==> src/rtl/ext_irq_pkg.sv <==
package ext_irq_pkg;

  typedef enum logic [1:0] {
    TRIG_FALL   = 2'b00,
    TRIG_RISE   = 2'b01,
    TRIG_BOTH   = 2'b10,
    TRIG_BYPASS = 2'b11
  } trig_sel_e;

  // Per-pin configuration field, 3 bits: level select above trigger select
  typedef struct packed {
    logic      lvl;
    trig_sel_e sel;
  } pin_cfg_t;

  localparam int unsigned CFG_BITS = 3;

  localparam logic [1:0] ADDR_CFG  = 2'd0;
  localparam logic [1:0] ADDR_EN   = 2'd1;
  localparam logic [1:0] ADDR_STAT = 2'd2;
  localparam logic [1:0] ADDR_REQ  = 2'd3;

endpackage

==> src/rtl/ext_irq_sync.sv <==
module ext_irq_sync #(
  parameter int unsigned N_IN   = 2,
  parameter int unsigned STAGES = 2
) (
  input  logic            clk_i,
  input  logic            rst_ni,
  input  logic [N_IN-1:0] pin_i,
  output logic [N_IN-1:0] cur_o,
  output logic [N_IN-1:0] prev_o
);

  logic [N_IN-1:0] chain [STAGES];
  logic [N_IN-1:0] prev_q;

  always_ff @(posedge clk_i or negedge rst_ni) begin
    if (!rst_ni) begin
      for (int s = 0; s < STAGES; s++) chain[s] <= '1;
      prev_q <= '1;
    end else begin
      chain[0] <= pin_i;
      for (int s = 1; s < STAGES; s++) chain[s] <= chain[s-1];
      prev_q <= chain[STAGES-1];
    end
  end

  assign cur_o  = chain[STAGES-1];
  assign prev_o = prev_q;

endmodule

==> src/rtl/ext_irq_detect.sv <==
module ext_irq_detect
  import ext_irq_pkg::*;
#(
  parameter int unsigned N_IN  = 2,
  localparam int unsigned CW   = CFG_BITS * N_IN
) (
  input  logic [CW-1:0]   cfg_i,
  input  logic [N_IN-1:0] cur_i,
  input  logic [N_IN-1:0] prev_i,
  output logic [N_IN-1:0] set_req_o,
  output logic [N_IN-1:0] set_stat_o
);

  for (genvar i = 0; i < N_IN; i++) begin : g_pin
    pin_cfg_t c;
    logic fall, rise, low2;

    assign c    = pin_cfg_t'(cfg_i[CFG_BITS*i +: CFG_BITS]);
    assign fall =  prev_i[i] & ~cur_i[i];
    assign rise = ~prev_i[i] &  cur_i[i];
    assign low2 = ~prev_i[i] & ~cur_i[i];

    always_comb begin
      set_req_o[i]  = 1'b0;
      set_stat_o[i] = 1'b0;
      unique case (c.sel)
        TRIG_FALL: begin
          set_req_o[i]  = fall;
          set_stat_o[i] = fall;
        end
        TRIG_RISE: begin
          set_req_o[i]  = rise;
          set_stat_o[i] = rise;
        end
        TRIG_BOTH: begin
          set_req_o[i]  = fall | rise;
          set_stat_o[i] = fall | rise;
        end
        TRIG_BYPASS: begin
          if (c.lvl) begin
            set_req_o[i]  = low2;
            set_stat_o[i] = 1'b0;
          end else begin
            set_req_o[i]  = fall;
            set_stat_o[i] = fall;
          end
        end
        default: ;
      endcase
    end
  end

endmodule

==> src/rtl/ext_irq_flag_reg.sv <==
module ext_irq_flag_reg #(
  parameter int unsigned W = 2
) (
  input  logic         clk_i,
  input  logic         rst_ni,
  input  logic [W-1:0] set_i,
  input  logic [W-1:0] clr_i,
  output logic [W-1:0] q_o
);

  logic [W-1:0] q;

  // set has priority over clear in the same cycle
  always_ff @(posedge clk_i or negedge rst_ni) begin
    if (!rst_ni) q <= '0;
    else         q <= (q & ~clr_i) | set_i;
  end

  assign q_o = q;

endmodule

==> src/rtl/ext_irq_edge_ctrl.sv <==
module ext_irq_edge_ctrl
  import ext_irq_pkg::*;
#(
  parameter int unsigned N_IN     = 2,
  parameter int unsigned SYNC_STG = 2,
  localparam int unsigned DATA_W  = CFG_BITS * N_IN,
  localparam int unsigned IDW     = (N_IN > 1) ? $clog2(N_IN) : 1
) (
  input  logic              clk_i,
  input  logic              rst_ni,
  input  logic [N_IN-1:0]   pin_i,
  input  logic              wr_en_i,
  input  logic [1:0]        wr_addr_i,
  input  logic [DATA_W-1:0] wr_data_i,
  input  logic [1:0]        rd_addr_i,
  output logic [DATA_W-1:0] rd_data_o,
  input  logic              ack_i,
  input  logic [IDW-1:0]    ack_id_i,
  output logic [N_IN-1:0]   irq_o
);

  logic [DATA_W-1:0] cfg_q;
  logic [N_IN-1:0]   node_en_q;
  logic              glb_en_q;
  logic [N_IN-1:0]   cur, prev;
  logic [N_IN-1:0]   set_req, set_stat;
  logic [N_IN-1:0]   clr_req, clr_stat;
  logic [N_IN-1:0]   req_q, stat_q;
  logic [N_IN-1:0]   ack_vec;

  ext_irq_sync #(.N_IN(N_IN), .STAGES(SYNC_STG)) u_sync (
    .clk_i  (clk_i),
    .rst_ni (rst_ni),
    .pin_i  (pin_i),
    .cur_o  (cur),
    .prev_o (prev)
  );

  ext_irq_detect #(.N_IN(N_IN)) u_detect (
    .cfg_i      (cfg_q),
    .cur_i      (cur),
    .prev_i     (prev),
    .set_req_o  (set_req),
    .set_stat_o (set_stat)
  );

  // Configuration and enable registers
  always_ff @(posedge clk_i or negedge rst_ni) begin
    if (!rst_ni) begin
      cfg_q     <= '0;
      node_en_q <= '0;
      glb_en_q  <= 1'b0;
    end else if (wr_en_i) begin
      if (wr_addr_i == ADDR_CFG) cfg_q <= wr_data_i;
      if (wr_addr_i == ADDR_EN) begin
        node_en_q <= wr_data_i[N_IN-1:0];
        glb_en_q  <= wr_data_i[DATA_W-1];
      end
    end
  end

  // Clear sources: write-zero-to-clear and vector acknowledge
  always_comb begin
    ack_vec = '0;
    if (ack_i) ack_vec = N_IN'(1) << ack_id_i;
  end

  assign clr_stat = (wr_en_i && wr_addr_i == ADDR_STAT) ? ~wr_data_i[N_IN-1:0] : '0;
  assign clr_req  = ((wr_en_i && wr_addr_i == ADDR_REQ) ? ~wr_data_i[N_IN-1:0] : '0) | ack_vec;

  ext_irq_flag_reg #(.W(N_IN)) u_stat (
    .clk_i  (clk_i),
    .rst_ni (rst_ni),
    .set_i  (set_stat),
    .clr_i  (clr_stat),
    .q_o    (stat_q)
  );

  ext_irq_flag_reg #(.W(N_IN)) u_req (
    .clk_i  (clk_i),
    .rst_ni (rst_ni),
    .set_i  (set_req),
    .clr_i  (clr_req),
    .q_o    (req_q)
  );

  always_comb begin
    rd_data_o = '0;
    unique case (rd_addr_i)
      ADDR_CFG:  rd_data_o = cfg_q;
      ADDR_EN: begin
        rd_data_o[N_IN-1:0]   = node_en_q;
        rd_data_o[DATA_W-1]   = glb_en_q;
      end
      ADDR_STAT: rd_data_o[N_IN-1:0] = stat_q;
      ADDR_REQ:  rd_data_o[N_IN-1:0] = req_q;
      default: ;
    endcase
  end

  assign irq_o = req_q & node_en_q & {N_IN{glb_en_q}};

endmodule

==> config.mk <==
export PLATFORM = sky130hd
export DESIGN_NAME = ext_irq_edge_ctrl
export DESIGN_NICKNAME = d
export VERILOG_FILES = /design/src/rtl/ext_irq_pkg.sv /design/src/rtl/ext_irq_sync.sv /design/src/rtl/ext_irq_detect.sv /design/src/rtl/ext_irq_flag_reg.sv /design/src/rtl/ext_irq_edge_ctrl.sv
export SDC_FILE = /design/constraint.sdc
export NUM_CORES = 1
export LEC_CHECK = 0
export CAP_MARGIN = 40
export CORE_MARGIN = 5
export CORE_UTILIZATION = 51
export CTS_CLUSTER_SIZE = 20
export DETAILED_ROUTE_END_ITERATION = 10
export GPL_ROUTABILITY_DRIVEN = 0
export GPL_TIMING_DRIVEN = 0
export PLACE_DENSITY = 0.83
export SLEW_MARGIN = 25
export SYNTH_ARGS = -nofsm -noshare
export SYNTH_HDL_FRONTEND = slang
export SYNTH_SLANG_ARGS = --single-unit
==> constraint.sdc <==
create_clock -name clk_i -period 4 [get_ports clk_i]
set_input_delay 0.4 -clock clk_i [delete_from_list [all_inputs] [get_ports clk_i]]
set_output_delay 0.4 -clock clk_i [all_outputs]
set_load 0.01 [all_outputs]
== Word-level counts from Yosys, hierarchy flattened ==
Cells that the tools add are included.
Word-level totals
  output and inout bits: 8
  flip-flop bits (word level): 19
  word-level logic and storage cells: 65
  input port bits: 17
Operators by class
  reduce and logical (&&, ||, !) cells: 8
  shift-type cells: 1
  bitwise gates (word level): 22
  mux-type cells: 14
  equal/unequal tests: 12
Operators by type and width (number)
  $eq A2 B2 Y1 const B: 8
  $pmux W1 S4: 4
  $and A2 B2 Y2: 4
  $eq A2 B1 Y1 const B: 4
  $logic_not A2 Y1: 4
  $pmux W2 S4: 1
  $and A1 B1 Y1: 6
  $mux W2: 3
  $not A2 Y2: 3
  $or A2 B2 Y2: 3
  $mux W1: 4
  $not A1 Y1: 4
  $reduce_and A2 Y1: 2
  $mux W3: 1
  $logic_and A1 B1 Y1: 2
  $or A1 B1 Y1: 2
  $pmux W1 S2: 1
  $shl A1 B1 Y2 const A: 1

== Logic depth before layout (Yosys ltp) ==
  word-level depth: 7
  mapped depth: 5
  depth with buffers taken out: 5

== By module ==
Synthesis repeated with hierarchy kept, for this count alone.
Second synthesis, totals
  cell total of the unflattened synthesis: 85
  area, all modules: 1026.0 µm²
Modules (own cells, without submodules)
  ext_irq_edge_ctrl: seq. area each 225.2 µm², instances 1, area an instance 484.2 µm², cells each 38
  ext_irq_detect: seq. area each 0.0 µm², instances 1, area an instance 224.0 µm², cells each 27
  ext_irq_sync: seq. area each 157.7 µm², instances 1, area an instance 172.7 µm², cells each 8
  ext_irq_flag_reg: seq. area each 50.0 µm², instances 2, area an instance 72.6 µm², cells each 6

== Worst setup path before layout ==
Ideal clock, no wire load.
  path kind: register to register
  start point: register u_sync.chain, in the netlist u_sync.cur_o[1]
  end point: register u_req.q[1], in the netlist u_req.q_o[1]
  clock period less this slack: 1.369 ns
  stages on the path, launching flop included: 6
  library setup time: 0.087 ns
  required time: 3.913 ns
  data arrival time: 1.283 ns
  setup slack: 2.631 ns
  buffers on the path: 0
  cell sequence: dfstp_2 -> inv_1 -> ha_1 -> inv_1 -> o221a_2 -> o211ai_1
On the way
  cells in the longest elaborated chain, start to end: 5
  elaborated cells on any way between the ends: 8
  those cells by class: mux: 2; bitwise: 6
RTL lines
  from (decl): line ext_irq_sync.sv:12  | logic [N_IN-1:0] chain [STAGES];
  $not A1 Y1: line ext_irq_detect.sv:19, ext_irq_detect.sv:21
  $and A1 B1 Y1, on equally long branches: line ext_irq_detect.sv:19, ext_irq_detect.sv:21
  $mux W1 or $or A1 B1 Y1 (tied branches): line ext_irq_detect.sv:40, ext_irq_detect.sv:36
  $pmux W1 S4 *: line ext_irq_detect.sv:26  | unique case (c.sel)
  $or A2 B2 Y2 *: line ext_irq_flag_reg.sv:16  | else q <= (q & ~clr_i) | set_i;
  to (signal assigned): line ext_irq_flag_reg.sv:16
  to (decl): line ext_irq_flag_reg.sv:11  | logic [W-1:0] q;
Every way passes the cells marked *; elsewhere a longest branch is shown, timed or not.
A chain may end at the register's enable or synchronous reset.

== Final worst setup path ==
  start point: input port rd_addr_i[1]
  end point: output port rd_data_o[0]
On the way
  cells in the longest elaborated chain, start to end: 2
  elaborated cells on any way between the ends: 5
  those cells by class: eq/ne: 3; mux: 1; reduce/logical: 1
RTL lines
  from (decl): line ext_irq_edge_ctrl.sv:15  | input logic [1:0] rd_addr_i,
  $eq A2 B2 Y1, or another cell as far along: line ext_irq_edge_ctrl.sv:89  | unique case (rd_addr_i)
  $pmux W2 S4 *: line ext_irq_edge_ctrl.sv:89
  to (decl): line ext_irq_edge_ctrl.sv:16  | output logic [DATA_W-1:0] rd_data_o,
Marked as above.

==> impl_metrics.csv <==
group,metric,value,unit
detailed_routing,avgRoutedWirePerCell,15.71,um
critical_path,worstPathArrival,2.01,ns
cts,cts_sinks,19,
detailed_routing,drtIter0Drc,12,
finish,nets,131,
cts,root_buffer,"clkbuf_4",
finish,final_layout_size_suffix_gt1_share,22.86,%
grt,grt.overflow.total,0,
die,dieHeight,53.61,um
die,core,1764,um2
detailed_routing,wl_met2,968,um
synth,syn_area_per_cell,12.76,um2
cts,clockBufferDepth,2,
worst_hold_path,hp-start,"u_sync.chain[2]$_DFF_PN1_",
die,dieArea,2874,um2
critical_path,cp-start-kind,"input pin",
place,hpwl,1610,um
finish,final_area,1279,um2
synth,synth.distinct_cells,22,
detailed_routing,routed_wl,2042,um
grt,grt_usage,17.47,%
cts,cts.clk_slew.worst_paths,0.10,ns
sta,fin_setup_tns,0,ns
critical_path,endpoint_kind,"output pin",
finish,areaGrowthSynthToFinish,31.87,%
cts,post_cts_buffers,0,
place,dp_slack,1.587,ns
sta,timing.final.crit_share,60.35,%
critical_path,critPathLaunch,"rd_addr_i[1]",
synth,ys_ff_latch,19,
critical_path,r2r-start,"u_sync.cur_o[0]$_DFF_PN1_",
sta,whs,0.3619,ns
synth,synth.top_cell.area_share,33.55,%
sta,rsz0062_at_grt,"false",
power_and_ir_drop,p_leak,0.5355,nW
detailed_routing,highest_layer,"met4",
cts,tritoncts,"done",
die,initial_core_util,54.96,%
critical_path,critPathMaxFanout,4,
synth,seq_area_frac_synth,49.81,%
cts,clkLatencyLatePin,0.30,ns
finish,multi_input_area,460.4,um2
sta,period_needed,2.414,ns
critical_path,crit_type,"in -> out",
finish,fill_cells,133,
cts,cts_buffers,3,
detailed_routing,dr.pass1.iters,4,
sta,clock_skew,0.003077,ns
finish,seq_area,483.0,um2
sta,timing.final.ws_setup,1.586,ns
die,io_pins,25,
detailed_routing,wl_met3,145,um
detailed_routing,drc,0,
synth,synth_common_cells,"dfrtp_1, mux2_2, ha_1",
detailed_routing,postRouteAntennaNets,0,
power_and_ir_drop,powerDensity,366.9,nW/um2
finish,antenna_cells,0,
place,dpl_cell_area,1241,um2
cts,cts-hold-fix-buffers,0,
synth,async_flop_share,100.0,%
detailed_routing,vias,722,
synth,synth_area,969.7,um2
synth,yosysMostFrequentCell,"dfrtp_1",
synth,synth_ff_type,"dfrtp_1",
synth,yosysWarningCount,0,
sta,hold_viol,0,
die,rows,15,
job,maxCapViolations,0,
critical_path,rrSetupSlack,2.52,ns
grt,grt_pass1_vias,784,
detailed_routing,met1_length,871,um
grt,grt_pass1_wl,3505,um
sta,setup_violations,0,
place,port_buffers,24,
power_and_ir_drop,total_power,0.0004692,W
synth,synth_nets,101,
cts,htree_levels,1,
sta,drv_slew,0,
grt,antenna_found_initial,0,
critical_path,worstPathRequired,3.60,ns
synth,synth_edf_count,0,
die,dieWidth,53.61,um
worst_hold_path,hp-class,"reg -> reg",
sta,slew_headroom,74.44,%
power_and_ir_drop,ir_drop,0.2617,mV
detailed_routing,viasPerCell,5.554,
grt,grt_max_degree,20,
sta,max_freq,414.2,MHz
sta,worst_slew_pin_slew,0.3822,ns
cts,postCtsResizedCells,0,
synth,synth_area_leader_cell,"dfrtp_1",
synth,synth.area.top_cells,"dfrtp_1, dfstp_2, mux2_2",
synth,postSynthCellCount,76,
outcome,status,"finished clean",
[where the power goes]
group	internal, W	switching, W	total (W)	leakage [nW]
clock network	0.0000389	0.0000576	0.0000965	0.0150
registers	0.000223	0.0000295	0.000252	0.209
logic	0.0000762	0.0000441	0.000120	0.311
total	0.000338	0.000131	0.000469	0.536
[critical path, stage by stage]
cell and delay (ns):
clkdlybuf4s50_1 0.59, mux4_2 0.53, clkdlybuf4s50_1 0.49
[cell type report]
class | instances | share of cell area, %
timing repair buffer | 25 | 19.67
multi-input combinational | 50 | 36.01
tap | 25 | 2.446
clock buffer | 4 | 2.055
inverter | 7 | 2.055
sequential | 19 | 37.77
[placed cells by master, fill, tap and decap left out, drive strengths merged, types with 2 or more instances in the layout]
cell,netlist,layout
a211oi,2,2
and2,3,3
and3,2,2
clkbuf,0,4
clkdlybuf4s50,0,24
dfrtp,13,13
dfstp,6,6
ha,8,8
inv,7,7
mux2,9,9
mux4,2,2
nand2,4,4
nand4,2,2
nor2,2,2
nor2b,2,2
o211ai,3,3
o21ai,2,2
o221a,2,2
o31ai,2,2
[layer usage]
metal  global-route usage (%)  vias to the layer above
met1                    19.82                      346
met4                    11.49                        0
li1                         -                      335
met3                    1.939                        4
met5                        0                        -
met2                    30.82                       37
[metrics by stage]
step	cells	utilization, %
floorplan	76	-
global route	130	72.48
finish	130	72.48
CTS	129	71.84
detailed placement	125	70.35
global placement	125	70.35
[cell families after synthesis]
group                    share of synthesized area (%)
AO/OA/AOI/OAI                                    9.676
AND/OR/NAND/NOR                                  11.35
adder cells (fa/ha/maj)                          10.32
buffers and inverters                            2.710
multiplexers                                     16.13
flip-flops                                       49.81
[final timing paths]
check,cells after the start,end
setup / recovery,3,rd_data_o[0]
hold / removal,0,u_sync.cur_o[0]$_DFF_PN1_
setup reg to reg,5,u_req.q_o[0]$_DFF_PN0_
hold reg to reg,0,u_sync.cur_o[0]$_DFF_PN1_
max in group asynchronous,2,u_sync.cur_o[0]$_DFF_PN1_
min in group asynchronous,1,cfg_q[4]$_DFFE_PN0P_
[sequential cells by signal, summed over array words and instances, names as in the netlist]
register	flops
u_sync.prev_o	2
u_stat.q_o	2
u_sync.chain	2
cfg_q	6
u_req.q_o	2
glb_en_q	1
node_en_q	2
u_sync.cur_o	2
No activity file was read; power rests on OpenSTA's default activity.
